==> config.mk <==
export PLATFORM = sky130hd
export DESIGN_NAME = gpio_chanmux_port
export DESIGN_NICKNAME = d
export VERILOG_FILES = /design/src/rtl/gpio_chanmux_pkg.sv /design/src/rtl/gpio_pad_sync.sv /design/src/rtl/gpio_regbank.sv /design/src/rtl/gpio_pin_slice.sv /design/src/rtl/gpio_chanmux_port.sv
export SDC_FILE = /design/constraint.sdc
export NUM_CORES = 1
export LEC_CHECK = 0
export BUFFER_PORTS_ARGS = -buffer_cell sky130_fd_sc_hd__clkbuf_2
export CAP_MARGIN = 5
export CORE_ASPECT_RATIO = 1.4
export CORE_MARGIN = 3
export CORE_UTILIZATION = 57
export DETAILED_ROUTE_END_ITERATION = 10
export PLACE_DENSITY = 0.83
export SLEW_MARGIN = 10
export SYNTH_ARGS = -nofsm -noshare
export SYNTH_HDL_FRONTEND = slang
export SYNTH_SLANG_ARGS = --single-unit
==> constraint.sdc <==
create_clock -name clk -period 3.1 [get_ports clk]
set_input_delay 0.31 -clock clk [delete_from_list [all_inputs] [get_ports clk]]
set_output_delay 0.31 -clock clk [all_outputs]
set_load 0.05 [all_outputs]
==> src/rtl/gpio_chanmux_pkg.sv <==
package gpio_chanmux_pkg;

  localparam int ADDR_W = 2;

  typedef enum logic [ADDR_W-1:0] {
    REG_DATA = 2'd0,
    REG_DIR  = 2'd1,
    REG_CHAN = 2'd2,
    REG_NONE = 2'd3
  } reg_sel_e;

endpackage

==> src/rtl/gpio_pad_sync.sv <==
module gpio_pad_sync #(
  parameter int WIDTH  = 8,
  parameter int STAGES = 2
) (
  input  logic             clk,
  input  logic             rst_n,
  input  logic [WIDTH-1:0] d_in,
  output logic [WIDTH-1:0] d_out
);

  logic [STAGES-1:0][WIDTH-1:0] stage_q;
  logic [STAGES-1:0][WIDTH-1:0] stage_d;

  always_comb begin
    stage_d[0] = d_in;
    for (int s = 1; s < STAGES; s++) begin
      stage_d[s] = stage_q[s-1];
    end
  end

  always_ff @(posedge clk or negedge rst_n) begin
    if (!rst_n) begin
      stage_q <= '0;
    end else begin
      stage_q <= stage_d;
    end
  end

  assign d_out = stage_q[STAGES-1];

endmodule

==> src/rtl/gpio_regbank.sv <==
module gpio_regbank
  import gpio_chanmux_pkg::*;
#(
  parameter int NPINS = 8,
  parameter int IDX_W = $clog2(NPINS)
) (
  input  logic             clk,
  input  logic             rst_n,
  input  logic             wr_en,
  input  logic [ADDR_W-1:0] wr_addr,
  input  logic [NPINS-1:0] wr_data,
  output logic [NPINS-1:0] data_q,
  output logic [NPINS-1:0] dir_q,
  output logic             chan_en_q,
  output logic [IDX_W-1:0] chan_idx_q
);

  logic [NPINS-1:0] data_d;
  logic [NPINS-1:0] dir_d;
  logic             chan_en_d;
  logic [IDX_W-1:0] chan_idx_d;
  logic             data_ce;
  logic             dir_ce;
  logic             chan_ce;

  always_comb begin
    data_ce    = wr_en && (wr_addr == REG_DATA);
    dir_ce     = wr_en && (wr_addr == REG_DIR);
    chan_ce    = wr_en && (wr_addr == REG_CHAN);
    data_d     = data_ce ? wr_data : data_q;
    dir_d      = dir_ce  ? wr_data : dir_q;
    chan_en_d  = chan_ce ? wr_data[IDX_W]     : chan_en_q;
    chan_idx_d = chan_ce ? wr_data[IDX_W-1:0] : chan_idx_q;
  end

  always_ff @(posedge clk or negedge rst_n) begin
    if (!rst_n) begin
      data_q     <= '0;
      dir_q      <= '0;
      chan_en_q  <= 1'b0;
      chan_idx_q <= '0;
    end else begin
      data_q     <= data_d;
      dir_q      <= dir_d;
      chan_en_q  <= chan_en_d;
      chan_idx_q <= chan_idx_d;
    end
  end


  data_store_chk: assert property (@(posedge clk) disable iff (!rst_n)
    (wr_en && wr_addr == REG_DATA) |=> (data_q == $past(wr_data)));


  dir_store_chk: assert property (@(posedge clk) disable iff (!rst_n)
    (wr_en && wr_addr == REG_DIR) |=> (dir_q == $past(wr_data)));

endmodule

==> src/rtl/gpio_pin_slice.sv <==
module gpio_pin_slice #(
  parameter int INDEX = 0,
  parameter int IDX_W = 3
) (
  input  logic             clk,
  input  logic             rst_n,
  input  logic             data_bit,
  input  logic             dir_bit,
  input  logic             pad_level,
  input  logic             chan_en,
  input  logic [IDX_W-1:0] chan_idx,
  output logic             taken,
  output logic             oe,
  output logic             out,
  output logic             rd_bit
);

  localparam logic [IDX_W-1:0] MY_IDX = IDX_W'(INDEX);

  always_comb begin
    taken  = chan_en && (chan_idx == MY_IDX);
    oe     = dir_bit && !taken;
    out    = oe && data_bit;
    if (taken) begin
      rd_bit = 1'b0;
    end else if (dir_bit) begin
      rd_bit = data_bit;
    end else begin
      rd_bit = pad_level;
    end
  end


  idle_pad_low_chk: assert property (@(posedge clk) disable iff (!rst_n)
    !oe |-> !out);


  taken_hold_chk: assert property (@(posedge clk) disable iff (!rst_n)
    (taken && $past(taken)) |-> ($stable(oe) && $stable(out)));

endmodule

==> src/rtl/gpio_chanmux_port.sv <==
module gpio_chanmux_port
  import gpio_chanmux_pkg::*;
#(
  parameter int NPINS       = 8,
  parameter int SYNC_STAGES = 2
) (
  input  logic             clk,
  input  logic             rst_n,
  input  logic             reg_we,
  input  logic             reg_re,
  input  logic [1:0]       reg_addr,
  input  logic [7:0]       reg_wdata,
  output logic [7:0]       reg_rdata,
  input  logic [7:0]       pad_in,
  output logic [7:0]       pad_out,
  output logic [7:0]       pad_oe,
  output logic             conv_active,
  output logic             conv_sample
);

  localparam int IDX_W = $clog2(NPINS);

  logic [NPINS-1:0] data_q;
  logic [NPINS-1:0] dir_q;
  logic             chan_en_q;
  logic [IDX_W-1:0] chan_idx_q;
  logic [NPINS-1:0] pad_sync;
  logic [NPINS-1:0] taken_vec;
  logic [NPINS-1:0] rd_vec;
  logic [NPINS-1:0] rdata_d;
  logic [NPINS-1:0] rdata_q;

  gpio_regbank #(.NPINS(NPINS), .IDX_W(IDX_W)) i_regs (
    .clk        (clk),
    .rst_n      (rst_n),
    .wr_en      (reg_we),
    .wr_addr    (reg_addr),
    .wr_data    (reg_wdata),
    .data_q     (data_q),
    .dir_q      (dir_q),
    .chan_en_q  (chan_en_q),
    .chan_idx_q (chan_idx_q)
  );

  gpio_pad_sync #(.WIDTH(NPINS), .STAGES(SYNC_STAGES)) i_sync (
    .clk   (clk),
    .rst_n (rst_n),
    .d_in  (pad_in),
    .d_out (pad_sync)
  );

  for (genvar p = 0; p < NPINS; p++) begin : g_pin
    gpio_pin_slice #(.INDEX(p), .IDX_W(IDX_W)) i_slice (
      .clk       (clk),
      .rst_n     (rst_n),
      .data_bit  (data_q[p]),
      .dir_bit   (dir_q[p]),
      .pad_level (pad_sync[p]),
      .chan_en   (chan_en_q),
      .chan_idx  (chan_idx_q),
      .taken     (taken_vec[p]),
      .oe        (pad_oe[p]),
      .out       (pad_out[p]),
      .rd_bit    (rd_vec[p])
    );
  end

  always_comb begin
    unique case (reg_addr)
      REG_DATA: rdata_d = rd_vec;
      REG_DIR:  rdata_d = dir_q;
      REG_CHAN: rdata_d = NPINS'({chan_en_q, chan_idx_q});
      default:  rdata_d = '0;
    endcase
  end

  always_ff @(posedge clk or negedge rst_n) begin
    if (!rst_n) begin
      rdata_q <= '0;
    end else if (reg_re) begin
      rdata_q <= rdata_d;
    end
  end

  assign reg_rdata   = rdata_q;
  assign conv_active = chan_en_q;
  assign conv_sample = chan_en_q && pad_sync[chan_idx_q];


  sel_pin_input_chk: assert property (@(posedge clk) disable iff (!rst_n)
    chan_en_q |-> !pad_oe[chan_idx_q]);


  single_take_chk: assert property (@(posedge clk) disable iff (!rst_n)
    $onehot0(taken_vec));


  sel_read_zero_chk: assert property (@(posedge clk) disable iff (!rst_n)
    (reg_re && reg_addr == REG_DATA && chan_en_q) |=> !reg_rdata[$past(chan_idx_q)]);


  conv_quiet_chk: assert property (@(posedge clk) disable iff (!rst_n)
    !conv_active |-> !conv_sample);

endmodule

**Yosys cells after proc, flatten, opt, wreduce, memory -nomap -nowiden**

Index checks and enable logic that the tools add are counted.

- Magnitude comparators: 1
- Reductions and logical operators: 38
- Muxes and demuxes: 19
- Equal/unequal tests: 9

Operators with widths:

| cell | count |
|---|---|
| 1-bit logical AND | 28 |
| 8-bit case mux with 3 select lines | 1 |
| 1-bit 2-to-1 mux | 17 |
| 3-bit equality test (second input constant) | 4 |
| 1-bit logical NOT | 8 |
| 3-bit by 2-bit equality test with 1-bit output (second input constant) | 2 |
| 3-bit by 4-bit less-than comparator with 1-bit output (second input constant) | 1 |
| 1-bit binary-select mux with 3-bit select | 1 |
| 3-bit by 1-bit equality test with 1-bit output (second input constant) | 1 |
| 3-bit logical NOT | 1 |
| 2-bit by 1-bit equality test with 1-bit output (second input constant) | 1 |
| 2-bit equality test (second input constant) | 1 |
| 2-bit logical NOT | 1 |

- Output and inout bits: 26
- Logic and storage cells: 74
- Input port bits: 22
- Register bits: 44

**Logic depth before layout (Yosys ltp)**

- Depth in word-level cells: 5
- Mapped depth: 4

**Cells and area by module**

A second synthesis with hierarchy kept.

- Cells, all modules: 155
- Area, all modules: 2016.9 sq um

Modules (own cells, without submodules):

| module | instances | area an instance (sq um) | cells an instance |
|---|---|---|---|
| gpio_regbank | 1 | 763.2 | 43 |
| gpio_chanmux_port | 1 | 490.5 | 48 |
| gpio_pad_sync | 1 | 400.4 | 16 |
| gpio_pin_slice (g_pin[1].i_slice ...) | 3 | 50.0 | 6 |
| gpio_pin_slice (g_pin[3].i_slice ...) | 3 | 42.5 | 6 |
| gpio_pin_slice (g_pin[0].i_slice) | 1 | 48.8 | 6 |
| gpio_pin_slice (g_pin[7].i_slice) | 1 | 36.3 | 6 |

**Worst setup path after synthesis**

Ideal clock, no wire load.

- Kind: register -> output
- From: reg i_regs.chan_en_q
- To: out pad_out[0]
- Arrival time: 1716 ps
- Buffers on the path: 2
- Path slack: 1074 ps
- Data required time: 2790 ps
- Stages on the path, launching flop included: 5
- Path through: dfrtp_1 > buf_2 > or4b_4 > and3_1 > buf_4

- Word-level cells in the longest chain between the ends: 4

RTL lines:

| item | RTL line | text |
|---|---|---|
| start: declaration | gpio_regbank.sv:14 | `output logic chan_en_q,` |
| start signal: assignment | gpio_regbank.sv:45 | `chan_en_q <= chan_en_d;` |
| 1-bit logical AND | gpio_pin_slice.sv:21 | `taken = chan_en && (chan_idx == MY_IDX);` |
| 1-bit logical NOT | gpio_pin_slice.sv:22 | `oe = dir_bit && !taken;` |
| 1-bit logical AND | gpio_pin_slice.sv:22 |  |
| 1-bit logical AND | gpio_pin_slice.sv:23 | `out = oe && data_bit;` |
| end: declaration | gpio_chanmux_port.sv:15 | `output logic [7:0] pad_out,` |

No other way between the ends.

**Worst setup path in the final report**

- From: reg i_regs.chan_idx_q[2]
- To: out conv_sample

- Word-level cells in the longest chain between the ends: 3

RTL lines:

| item | RTL line | text |
|---|---|---|
| start: declaration | gpio_regbank.sv:15 | `output logic [IDX_W-1:0] chan_idx_q` |
| start signal: assignment | gpio_regbank.sv:46 | `chan_idx_q <= chan_idx_d;` |
| 1-bit binary-select mux with 3-bit select | gpio_chanmux_port.sv:87 | `assign conv_sample = chan_en_q && pad_sync[chan_idx_q];` |
| 1-bit 2-to-1 mux (not written as such) | gpio_chanmux_port.sv:87 |  |
| 1-bit logical AND | gpio_chanmux_port.sv:87 |  |
| end: declaration | gpio_chanmux_port.sv:18 | `output logic conv_sample` |

No other way between the ends. The select of a mux whose other input is x is not followed.

==> metrics <==
Post-CTS Setup Inserts 0; cts repair resizes 0; max incr delay on CP 0.57 ns; Post-Syn Nets ~180; CP bufs+invs 1; P&R area growth vs syn 12.1%; unrepaired setup endpoints after global routing false; initial drt markers 58; row cnt 25; internal power roughly 1.1 mW; critical path type reg -> out; Clock Latency Late Sink between 0.2 and 0.3 ns; root cell of the clock tree clkbuf_8; hold crit path type in -> reg; CP Cell Sequence mux4_2 -> mux2i_1 -> nor2_1 -> clkbuf_2; die extent in x approximately 56 um; Post-synth EDFFs 0; sequential area share after synthesis ~54%; sw frac approximately a third; Setup TNS 0 ns; Worst path slowest cell dfrtp_1; routed wire length per instance between 15 and 20 um; asr flop ratio synth 100%; dominant cells by area after synthesis dfrtp_1 54%, mux2_2 16%, buf_4 6.3%; Nets 213; Clock Sinks 44; power density cells ~760 nW/um^2; P_leak 1.06 nW; share of total power in the clock network about 29%; n_diodes 0; fin cells around 230; CTS Buffer Depth 2; vias in the first global route between 1000 and 1500; first-pass GRT wire length 6.75 mm; Hold Violations, Final 0; number of port buffers between 40 and 50; Initial Util 59.6%; mean post-synth cell area 12.7 um^2; layout cell share with drive strength beyond 1 a little under half; post-synthesis cell area 2030 um^2; required time worst endpoint between 2 and 3 ns; sequential share of power about two fifths; Most used DFF post-synth dfrtp_1; Max FO, Critical Path 12; # placed instances around 220; Yosys cell types 27; Detailed Routing Iterations Pass 1 4; most common cell after layout, fill and taps aside clkbuf_2; vias per cell 5.71; DRT Wirelength approximately 4 mm; cts bufs inserted 5; vias around 1300; Synth Register Bits between 40 and 50; Peak VDD IR 486 uV; Arrival @ worst endpoint ~1.9 ns; Top delay family on crit path multiplexers; core area 3410 um^2; Slew headroom 31.3%; die area 4330 um^2; Worst Setup Start Kind register; # IOs 48; crit path capture type primary output; Power Total 1.74 mW; dpl hpwl a little under 3 mm; Total GRT Usage around a fifth; Mapped Cells 160; initial antenna violation count 0; # DRC 0; GRT Residual Overflow 0; max cap viols 0; largest net degree at the start of global routing 45; pins over their slew limit 0; H-tree levels 2; status finished clean; Yosys top cell by area dfrtp_1; Tmin final roughly 2.2 ns; most frequent cells in the layout 47 x clkbuf_2, 44 x dfrtp_1, 28 x mux2_2, 10 x nor2_1, 9 x and2_1; ANT nets after route 0; Setup Viol. Count Final 0; Worst Max-Slew Pin Slew roughly 1.0 ns; Synth warnings 0; Final Wtd Congestion about 0.83; post-route clock period utilization around 70%; Psw slightly above 0.6 mW; CTS tree built; Logic pwr share around 29%; f_max around 460 MHz; clk slew on worst S/H paths ~0.08 ns; skew final 0.00314 ns; Die Ht around 77 um; hold buffers post-CTS 0; share of Yosys cell area claimed by the top area cell type 54.2%
==> registers in the layout, indices dropped and copies added, names as in the netlist <==
register,cells
i_regs.data_q,8
i_regs.chan_en_q,1
i_sync.d_out,8
i_regs.chan_idx_q,3
reg_rdata,8
i_sync.stage_d,8
i_regs.dir_q,8
==> path summary, 6_finish.rpt <==
path	start	endpoint	slack [ns]	cells after the start
max reg2reg	i_regs.chan_en_q	reg_rdata[0]	1.72	3
max in group asynchronous	rst_n	i_sync.d_out[1]	2.28	1
max	i_regs.chan_idx_q[2]	conv_sample	0.93	4
min in group asynchronous	rst_n	i_sync.stage_d[11]	0.18	1
min reg2reg	i_sync.stage_d[12]	i_sync.d_out[4]	0.35	0
min	pad_in[3]	i_sync.stage_d[11]	0.12	1
==> cell usage after synthesis, types with 2 or more instances <==
| master | count |
|---|---|
| mux4_2 | 2 |
| dfrtp_1 | 44 |
| nand4bb_1 | 3 |
| nand3_1 | 4 |
| buf_6 | 2 |
| and2_1 | 9 |
| a32oi_1 | 4 |
| o21ai_0 | 3 |
| and3_1 | 8 |
| mux2_2 | 28 |
| a221oi_1 | 4 |
| nor2_1 | 10 |
| buf_4 | 17 |
| a21oi_1 | 4 |
| buf_2 | 3 |
| nand4b_1 | 3 |
| inv_1 | 2 |
==> power by group through the flow <==
| stage | sequential, mW | combinational, mW | clock, mW |
|---|---|---|---|
| final | 0.731 | 0.504 | 0.504 |
| after global routing | 0.747 | 0.531 | 0.532 |
| after CTS | 0.730 | 0.509 | 0.512 |
| after detailed placement | 0.741 | 0.507 | 0 |
| after global placement | 0.733 | 0.497 | 0 |
| after floorplan | 0.762 | 0.426 | 0 |
==> layer usage <==
| metal | vias to the layer above | global-route usage [%] | wire, um |
|---|---|---|---|
| met5 | - | 0 | 0 |
| met4 | 0 | 8.31 | 70 |
| met3 | 8 | 4.21 | 220 |
| met2 | 50 | 34.5 | 2140 |
| met1 | 640 | 24.7 | 1560 |
| li1 | 621 | - | - |
==> final cells by class <==
type,count,area [um^2]
clock buffers,5,68.8
clock inverters,2,60.1
fillers,261,1130
inverters,2,7.51
multi-input cells,91,756
flip-flops and latches,44,1100
well taps,40,50.0
repair buffers,47,235
==> metrics by stage <==
step / instance area (um^2) / utilization, % / worst slack, ns / hold slack (ns)
2_1_floorplan: 2030 / - / 1.07 / 0.0144
3_3_place_gp: 2150 / 63.0 / 1.28 / 0.335
3_5_place_dp: 2150 / 63.0 / 1.26 / 0.336
4_1_cts: 2280 / 66.8 / 0.912 / 0.108
5_1_grt: 2280 / 66.8 / 0.847 / 0.106
6_report: 2280 / 66.8 / 0.928 / 0.116
==> logic make-up after synthesis <==
| family | Yosys count | synth area share [%] |
|---|---|---|
| AOI/OAI and AO/OA | 16 | 5.41 |
| buffers and inverters | 25 | 8.68 |
| DFF | 44 | 54.2 |
| muxes | 31 | 18.2 |
| and+or+nand+nor | 44 | 13.5 |
Note: power is estimated with default switching activity, not from simulation.
